`src/rtl/lane_bip_pkg.sv`:
```
package lane_bip_pkg;
  localparam int BLK_W     = 66;
  localparam int SYNC_W    = 2;
  localparam int OCTET_W   = 8;
  localparam int OCTETS    = (BLK_W - SYNC_W) / OCTET_W;
  localparam int PAT_W     = 3 * OCTET_W;
  localparam int BIP_OCTET = 3;

  typedef logic [BLK_W-1:0]   blk_t;
  typedef logic [OCTET_W-1:0] octet_t;
  typedef logic [PAT_W-1:0]   pat_t;

  localparam logic [SYNC_W-1:0] SYNC_MARKER = 2'b01;

  typedef struct packed {
    logic emitMarker;
    logic takeData;
  } ctl_t;

  function automatic octet_t blockParity(input blk_t b);
    octet_t p;
    p = '0;
    for (int n = 0; n < OCTETS; n++) begin
      p ^= b[SYNC_W + OCTET_W*n +: OCTET_W];
    end
    p[4] ^= b[0];
    p[3] ^= b[1];
    return p;
  endfunction

  function automatic blk_t buildMarker(input pat_t pat, input octet_t bip);
    blk_t w;
    w = '0;
    w[SYNC_W-1:0] = SYNC_MARKER;
    w[SYNC_W +: PAT_W] = pat;
    w[SYNC_W + OCTET_W*BIP_OCTET +: OCTET_W] = bip;
    w[SYNC_W + OCTET_W*(BIP_OCTET+1) +: PAT_W] = ~pat;
    w[SYNC_W + OCTET_W*(2*BIP_OCTET+1) +: OCTET_W] = ~bip;
    return w;
  endfunction
endpackage

```
`src/rtl/lane_bip_ctrl.sv`:
```
module lane_bip_ctrl
  import lane_bip_pkg::*;
#(
  parameter int PERIOD = 16384
) (
  input  logic clk,
  input  logic rstN,
  input  logic inValid,
  output logic inReady,
  output ctl_t ctl
);
  localparam int CNT_W = (PERIOD > 2) ? $clog2(PERIOD) : 1;
  localparam logic [CNT_W-1:0] LAST_SLOT = CNT_W'(PERIOD - 1);

  logic [CNT_W-1:0] slotCnt;
  logic             advance;

  always_comb begin
    ctl.emitMarker = (slotCnt == '0) && rstN;
    ctl.takeData   = (slotCnt != '0) && inValid && rstN;
    inReady        = (slotCnt != '0) && rstN;
    advance        = ctl.emitMarker || ctl.takeData;
  end

  always_ff @(posedge clk) begin
    if (!rstN) begin
      slotCnt <= '0;
    end else if (advance) begin
      slotCnt <= (slotCnt == LAST_SLOT) ? '0 : slotCnt + 1'b1;
    end
  end
endmodule

```
`src/rtl/lane_bip_datapath.sv`:
```
module lane_bip_datapath
  import lane_bip_pkg::*;
(
  input  logic clk,
  input  logic rstN,
  input  ctl_t ctl,
  input  blk_t blkIn,
  input  pat_t markerPat,
  output blk_t blkOut,
  output logic outValid
);
  octet_t acc;
  blk_t   markerWord;
  blk_t   nextWord;
  octet_t wordParity;

  always_comb begin
    markerWord = buildMarker(markerPat, acc);
    nextWord   = ctl.emitMarker ? markerWord : blkIn;
    wordParity = blockParity(nextWord);
  end

  always_ff @(posedge clk) begin
    if (!rstN) begin
      acc      <= '0;
      blkOut   <= '0;
      outValid <= 1'b0;
    end else begin
      outValid <= ctl.emitMarker || ctl.takeData;
      if (ctl.emitMarker) begin
        blkOut <= markerWord;
        acc    <= wordParity;
      end else if (ctl.takeData) begin
        blkOut <= blkIn;
        acc    <= acc ^ wordParity;
      end
    end
  end
endmodule

```
`src/rtl/lane_bip_inserter.sv`:
```
module lane_bip_inserter
  import lane_bip_pkg::*;
#(
  parameter int PERIOD = 16384
) (
  input  logic        clk,
  input  logic        rstN,
  input  logic        inValid,
  output logic        inReady,
  input  logic [65:0] blkIn,
  input  logic [23:0] markerPat,
  output logic        outValid,
  output logic [65:0] blkOut
);
  ctl_t ctl;

  lane_bip_ctrl #(.PERIOD(PERIOD)) ctrl_i (
    .clk     (clk),
    .rstN    (rstN),
    .inValid (inValid),
    .inReady (inReady),
    .ctl     (ctl)
  );

  lane_bip_datapath dp_i (
    .clk       (clk),
    .rstN      (rstN),
    .ctl       (ctl),
    .blkIn     (blkIn),
    .markerPat (markerPat),
    .blkOut    (blkOut),
    .outValid  (outValid)
  );
endmodule

```
`config.mk`:
```
export PLATFORM = sky130hd
export DESIGN_NAME = lane_bip_inserter
export DESIGN_NICKNAME = d
export VERILOG_FILES = /design/src/rtl/lane_bip_pkg.sv /design/src/rtl/lane_bip_ctrl.sv /design/src/rtl/lane_bip_datapath.sv /design/src/rtl/lane_bip_inserter.sv
export SDC_FILE = /design/constraint.sdc
export NUM_CORES = 1
export LEC_CHECK = 0
export CAP_MARGIN = 10
export CORE_ASPECT_RATIO = 2
export CORE_UTILIZATION = 47
export DETAILED_ROUTE_END_ITERATION = 10
export PLACE_DENSITY = 0.77
export REMOVE_ABC_BUFFERS = 1
export SLEW_MARGIN = 20
export SYNTH_ARGS = -nofsm -noshare
export SYNTH_HDL_FRONTEND = slang
export SYNTH_HIERARCHICAL = 1
export SYNTH_SLANG_ARGS = --single-unit
```
`constraint.sdc`:
```
create_clock -name clk -period 2.92 [get_ports clk]
set_input_delay 0.292 -clock clk [delete_from_list [all_inputs] [get_ports clk]]
set_output_delay 0.292 -clock clk [all_outputs]
set_load 0.02 [all_outputs]
```
==> results by group <==
Outcome
  – Run status: finished clean

Layout
  – Post-route design area: 7370 sq um
  – Area growth from synthesis to layout: 42.4%
  – Number of nets in the layout: approximately 800
  – Diodes inserted: 0
  – Fraction of layout instances using a drive strength above 1: 0.112
  – Multi-input gate area: 3270 sq um
  – Number of fill cells in the layout: 847
  – FF+latch area: 1780 sq um
  – Final core utilization: 0.694

Pwr
  – Combinational share of power: 0.378
  – Sequential Power Share: 0.341
  – Fraction of power spent switching nets: 0.315
  – Peak ir drop on the vdd network: 0.327 mV
  – Share of total power in the clock network: 0.281
  – Static leakage: 0.00299 uW
  – Ratio of total power to cell area: 572 nW/um^2
  – Net switching power of the design: approximately 1300 uW
  – Internal Pwr Total: 2890 uW
  – Power, Total: 4210 uW

Drt
  – Iteration-0 DRC Markers: between 200 and 250
  – Total wire length after detailed routing: 14,400 um
  – Detailed-route DRC error count: 0
  – Drt first pass iters: 6
  – Average via count per standard cell: 5.44
  – DR WL/cell: 17.1 um
  – Overall via count from detail_route: 4,569
  – Number of routed nets with antenna violations: 0

Critical path
  – Slowest Stage Delay on Critical Path: roughly 0.35 ns
  – Crit path to: dp_i/acc[0]
  – Required time at the worst-slack endpoint: 3.20 ns
  – Classification of the worst setup path: reg -> reg
  – Critical path data arrival time: 3.05 ns
  – RR Endpoint: dp_i/acc[0]
  – Depth of the worst register-to-register path: 11
  – Cell at the slowest stage of the critical path: sky130_fd_sc_hd__dfxtp_1
  – Biggest fanout along the worst timing path: 20
  – Sort of element at the start of the critical path: register
  – Worst setup startpoint: ctrl_i/slotCnt[0]
  – Launching point of the worst reg2reg path: ctrl_i/slotCnt[0]
  – Setup slack of the worst register-to-register path: 0.15 ns
  – Worst Setup End Kind: register
  – CP Cell Sequence: inv_1 -> ha_1 -> nor4b_4 -> nand4_1 -> nor2_4 -> buf_12 -> mux2i_1 -> xnor2_2 -> xor3_1 -> a211o_1 -> a21boi_1

Place
  – IO Port Bufs: 160
  – Post-detail-place hpwl: 10,500 um
  – Final GP Congestion: 0.892
  – Post-place instance area: 6940 sq um

STA
  – Slew of the pin with the lowest slew margin: 0.547 ns
  – Post-route clock skew: 0.00427 ns
  – Worst slew margin relative to its limit: 0.633
  – Number of hold violations in the final report: 0
  – Pins over their slew limit: 0
  – Peak clock frequency supported by timing: 360 MHz
  – Number of setup violations in the final report: 0
  – Unrepaired setup endpoints after global routing: yes
  – Final critical-path required period: 2.77 ns
  – Post-route clock period utilization: 0.950

Run
  – Number of max-cap violations: 0

Clock network
  – Depth of the CTS H-tree: 3
  – Number of sinks handled by clock tree synthesis: 89
  – Clock buffer depth: 2
  – Root Driver: sky130_fd_sc_hd__clkbuf_16
  – Cts-stage hold buffer count: 0
  – Clock tree from TritonCTS: done
  – Clock buffer count from CTS: 9
  – Source-to-sink clock delay at the later pin of the worst-skew pair: 0.34 ns
  – Post-CTS clock slew at the launch and capture registers of the worst setup and hold paths: 0.07 ns

Floorplanning
  – Core area: 10,600 sq um
  – Effective utilization at floorplan: 0.488
  – Num rows: 53
  – Area of the die: about 11,000 sq um
  – Number of top-level design ports: 161
  – Die W: 76.2 um
  – Die height: 150 um

GRT
  – Overflow left after global routing: 0
  – Number of antenna violations at the first check in global routing: 0
  – Via count of the first global-routing pass: around 4,700
  – Global-route wire length before repair: 22,600 um
  – Maximum number of pins on one net before global-route repair: 47
  – Total global routing track utilization: 0.251

Min path
  – Hold Crit Class: in -> reg
  – Startpoint of the lowest-slack hold path: rstN

Synthesis
  – Share of synthesized area occupied by flip-flops and latches: 0.344
  – Gate count after technology mapping: 543
  – Synthesized flop and latch total: 89
  – Post-Syn Area: 5170 sq um
  – Post-synthesis area per instance: around 9.5 sq um
  – Distinct cell type count of the synthesized netlist: 44
  – YS warnings: 6
[routing by layer]
layer	vias up	share of wire	wire, um	global-route usage
li1	2219	-	-	-
met1	2184	0.36	5220	0.245
met2	141	0.57	8210	0.513
met3	25	0.039	557	0.0400
met4	0	0.027	382	0.101
met5	-	0	0	0
[sequential cells by signal, indices dropped and copies added (netlist names)]
name            cells
dp_i/acc            8
ctrl_i/slotCnt     14
dp_i/blkOut        66
dp_i/outValid       1
[synth_stat cells, drive strengths merged]
| library cell | n | share of area |
|---|---|---|
| a211o | 5 | 0.0085 |
| a21boi | 5 | 0.0073 |
| a21oi | 6 | 0.0058 |
| a31oi | 1 | 0.0012 |
| a41oi | 1 | 0.0053 |
| and2 | 35 | 0.042 |
| and3 | 1 | 0.0012 |
| and4 | 2 | 0.0034 |
| buf | 9 | 0.011 |
| clkbuf | 25 | 0.018 |
| dfxtp | 89 | 0.34 |
| ha | 2 | 0.0048 |
| inv | 15 | 0.011 |
| mux2 | 28 | 0.061 |
| mux2i | 53 | 0.10 |
| nand2 | 52 | 0.038 |
| nand2b | 4 | 0.0063 |
| nand3 | 7 | 0.0068 |
| nand4 | 5 | 0.0060 |
| nor2 | 16 | 0.012 |
| nor3 | 7 | 0.0077 |
| nor4 | 4 | 0.0077 |
| nor4b | 1 | 0.0046 |
| o211a | 32 | 0.062 |
| o211ai | 2 | 0.0029 |
| o21a | 3 | 0.0044 |
| o21ai | 38 | 0.037 |
| o22ai | 3 | 0.0036 |
| o311ai | 1 | 0.0017 |
| o31ai | 2 | 0.0029 |
| o32ai | 3 | 0.0051 |
| o41ai | 1 | 0.0017 |
| or3 | 2 | 0.0024 |
| or4 | 1 | 0.0015 |
| xnor2 | 51 | 0.086 |
| xnor3 | 2 | 0.0087 |
| xor2 | 24 | 0.041 |
| xor3 | 5 | 0.023 |
[timing repair]
| action | CTS | global route |
|---|---|---|
| endpoints found under the setup margin | 0 | 5 |
| resized for setup | 0 | 12 |
| setup buffers | 0 | 3 |
| endpoints found under the hold margin | 0 | 0 |
[final cells by class]
type | instances | share of cell area
inverter | 15 | 0.00764
tap | 137 | 0.0233
clock inverter | 7 | 0.0105
clock buffer | 9 | 0.0306
sequential | 89 | 0.242
timing repair buffer | 178 | 0.243
multi-input combinational | 405 | 0.444
[stage by stage]
stage          setup WS [ns]  hold slack (ns)  setup TNS [ns]  std cells
2_1_floorplan          -3.61            0.409         -199.22        509
3_3_place_gp           0.179            0.475               0        820
3_5_place_dp          0.0203            0.494               0        820
4_1_cts               0.0102            0.440               0        836
5_1_grt              -0.0709            0.460          -0.169        840
6_report               0.146            0.450               0        840
[worst max-delay path: cells and delay by family (launching register included)]
family                   cells  cell delay (ns)
buffers and inverters        2             0.31
flip-flops                   1             0.35
AND/OR/NAND/NOR              3             0.64
adder cells (fa/ha/maj)      1             0.15
AO/OA/AOI/OAI                2             0.41
XOR/XNOR                     2             0.51
multiplexers                 1             0.31
[cell families after synthesis]
family | Yosys count | synth area share
muxes | 81 | 0.163
xor gates and xnor gates | 82 | 0.159
adders and majority gates | 2 | 0.00484
buffers and inverters | 49 | 0.0404
and+or+nand+nor | 137 | 0.139
DFF | 89 | 0.344
AOI/OAI and AO/OA | 103 | 0.149
[placed cells by master, fill, tap and decap left out, types with 3 or more instances in the layout]
cell                                n
sky130_fd_sc_hd__o21a_1             3
sky130_fd_sc_hd__nand3_1            7
sky130_fd_sc_hd__a21boi_1           5
sky130_fd_sc_hd__buf_4             14
sky130_fd_sc_hd__xnor2_2            3
sky130_fd_sc_hd__buf_12             3
sky130_fd_sc_hd__a21oi_1            6
sky130_fd_sc_hd__nor2_1            15
sky130_fd_sc_hd__inv_1             15
sky130_fd_sc_hd__mux2i_2            3
sky130_fd_sc_hd__o21ai_1           10
sky130_fd_sc_hd__nor4_1             3
sky130_fd_sc_hd__xor2_1            24
sky130_fd_sc_hd__mux2i_4            3
sky130_fd_sc_hd__o211a_1           32
sky130_fd_sc_hd__nand4_1            5
sky130_fd_sc_hd__inv_6              3
sky130_fd_sc_hd__xnor2_1           48
sky130_fd_sc_hd__o21ai_0           28
sky130_fd_sc_hd__nand2b_1           3
sky130_fd_sc_hd__nand2_1           52
sky130_fd_sc_hd__o22ai_1            3
sky130_fd_sc_hd__dfxtp_1           89
sky130_fd_sc_hd__a211o_1            5
sky130_fd_sc_hd__mux2i_1           47
sky130_fd_sc_hd__clkbuf_16         10
sky130_fd_sc_hd__xor3_1             5
sky130_fd_sc_hd__clkdlybuf4s50_1  159
sky130_fd_sc_hd__o32ai_1            3
sky130_fd_sc_hd__mux2_2            28
sky130_fd_sc_hd__nor3_1             6
sky130_fd_sc_hd__and2_1            35
[how the worst min path moves through the flow]
stage | to | slack [ns] | cells past startpoint
after global placement | ctrl_i/slotCnt[1] | 0.48 | 2
after floorplan | dp_i/acc[4] | 0.41 | 1
after global routing | ctrl_i/slotCnt[12] | 0.46 | 4
final | ctrl_i/slotCnt[12] | 0.45 | 4
after detailed placement | dp_i/blkOut[1] | 0.49 | 2
after CTS | ctrl_i/slotCnt[12] | 0.44 | 4
[power by group through the flow]
stage	Clock [uW]	Sequential [uW]	Combinational, uW
after floorplan	0	1600	792
after detailed placement	0	1460	1520
final	1180	1440	1590
after global placement	0	1450	1490
after CTS	1210	1440	1530
after global routing	1270	1450	1710
Note: power is estimated with default switching activity, not from simulation.
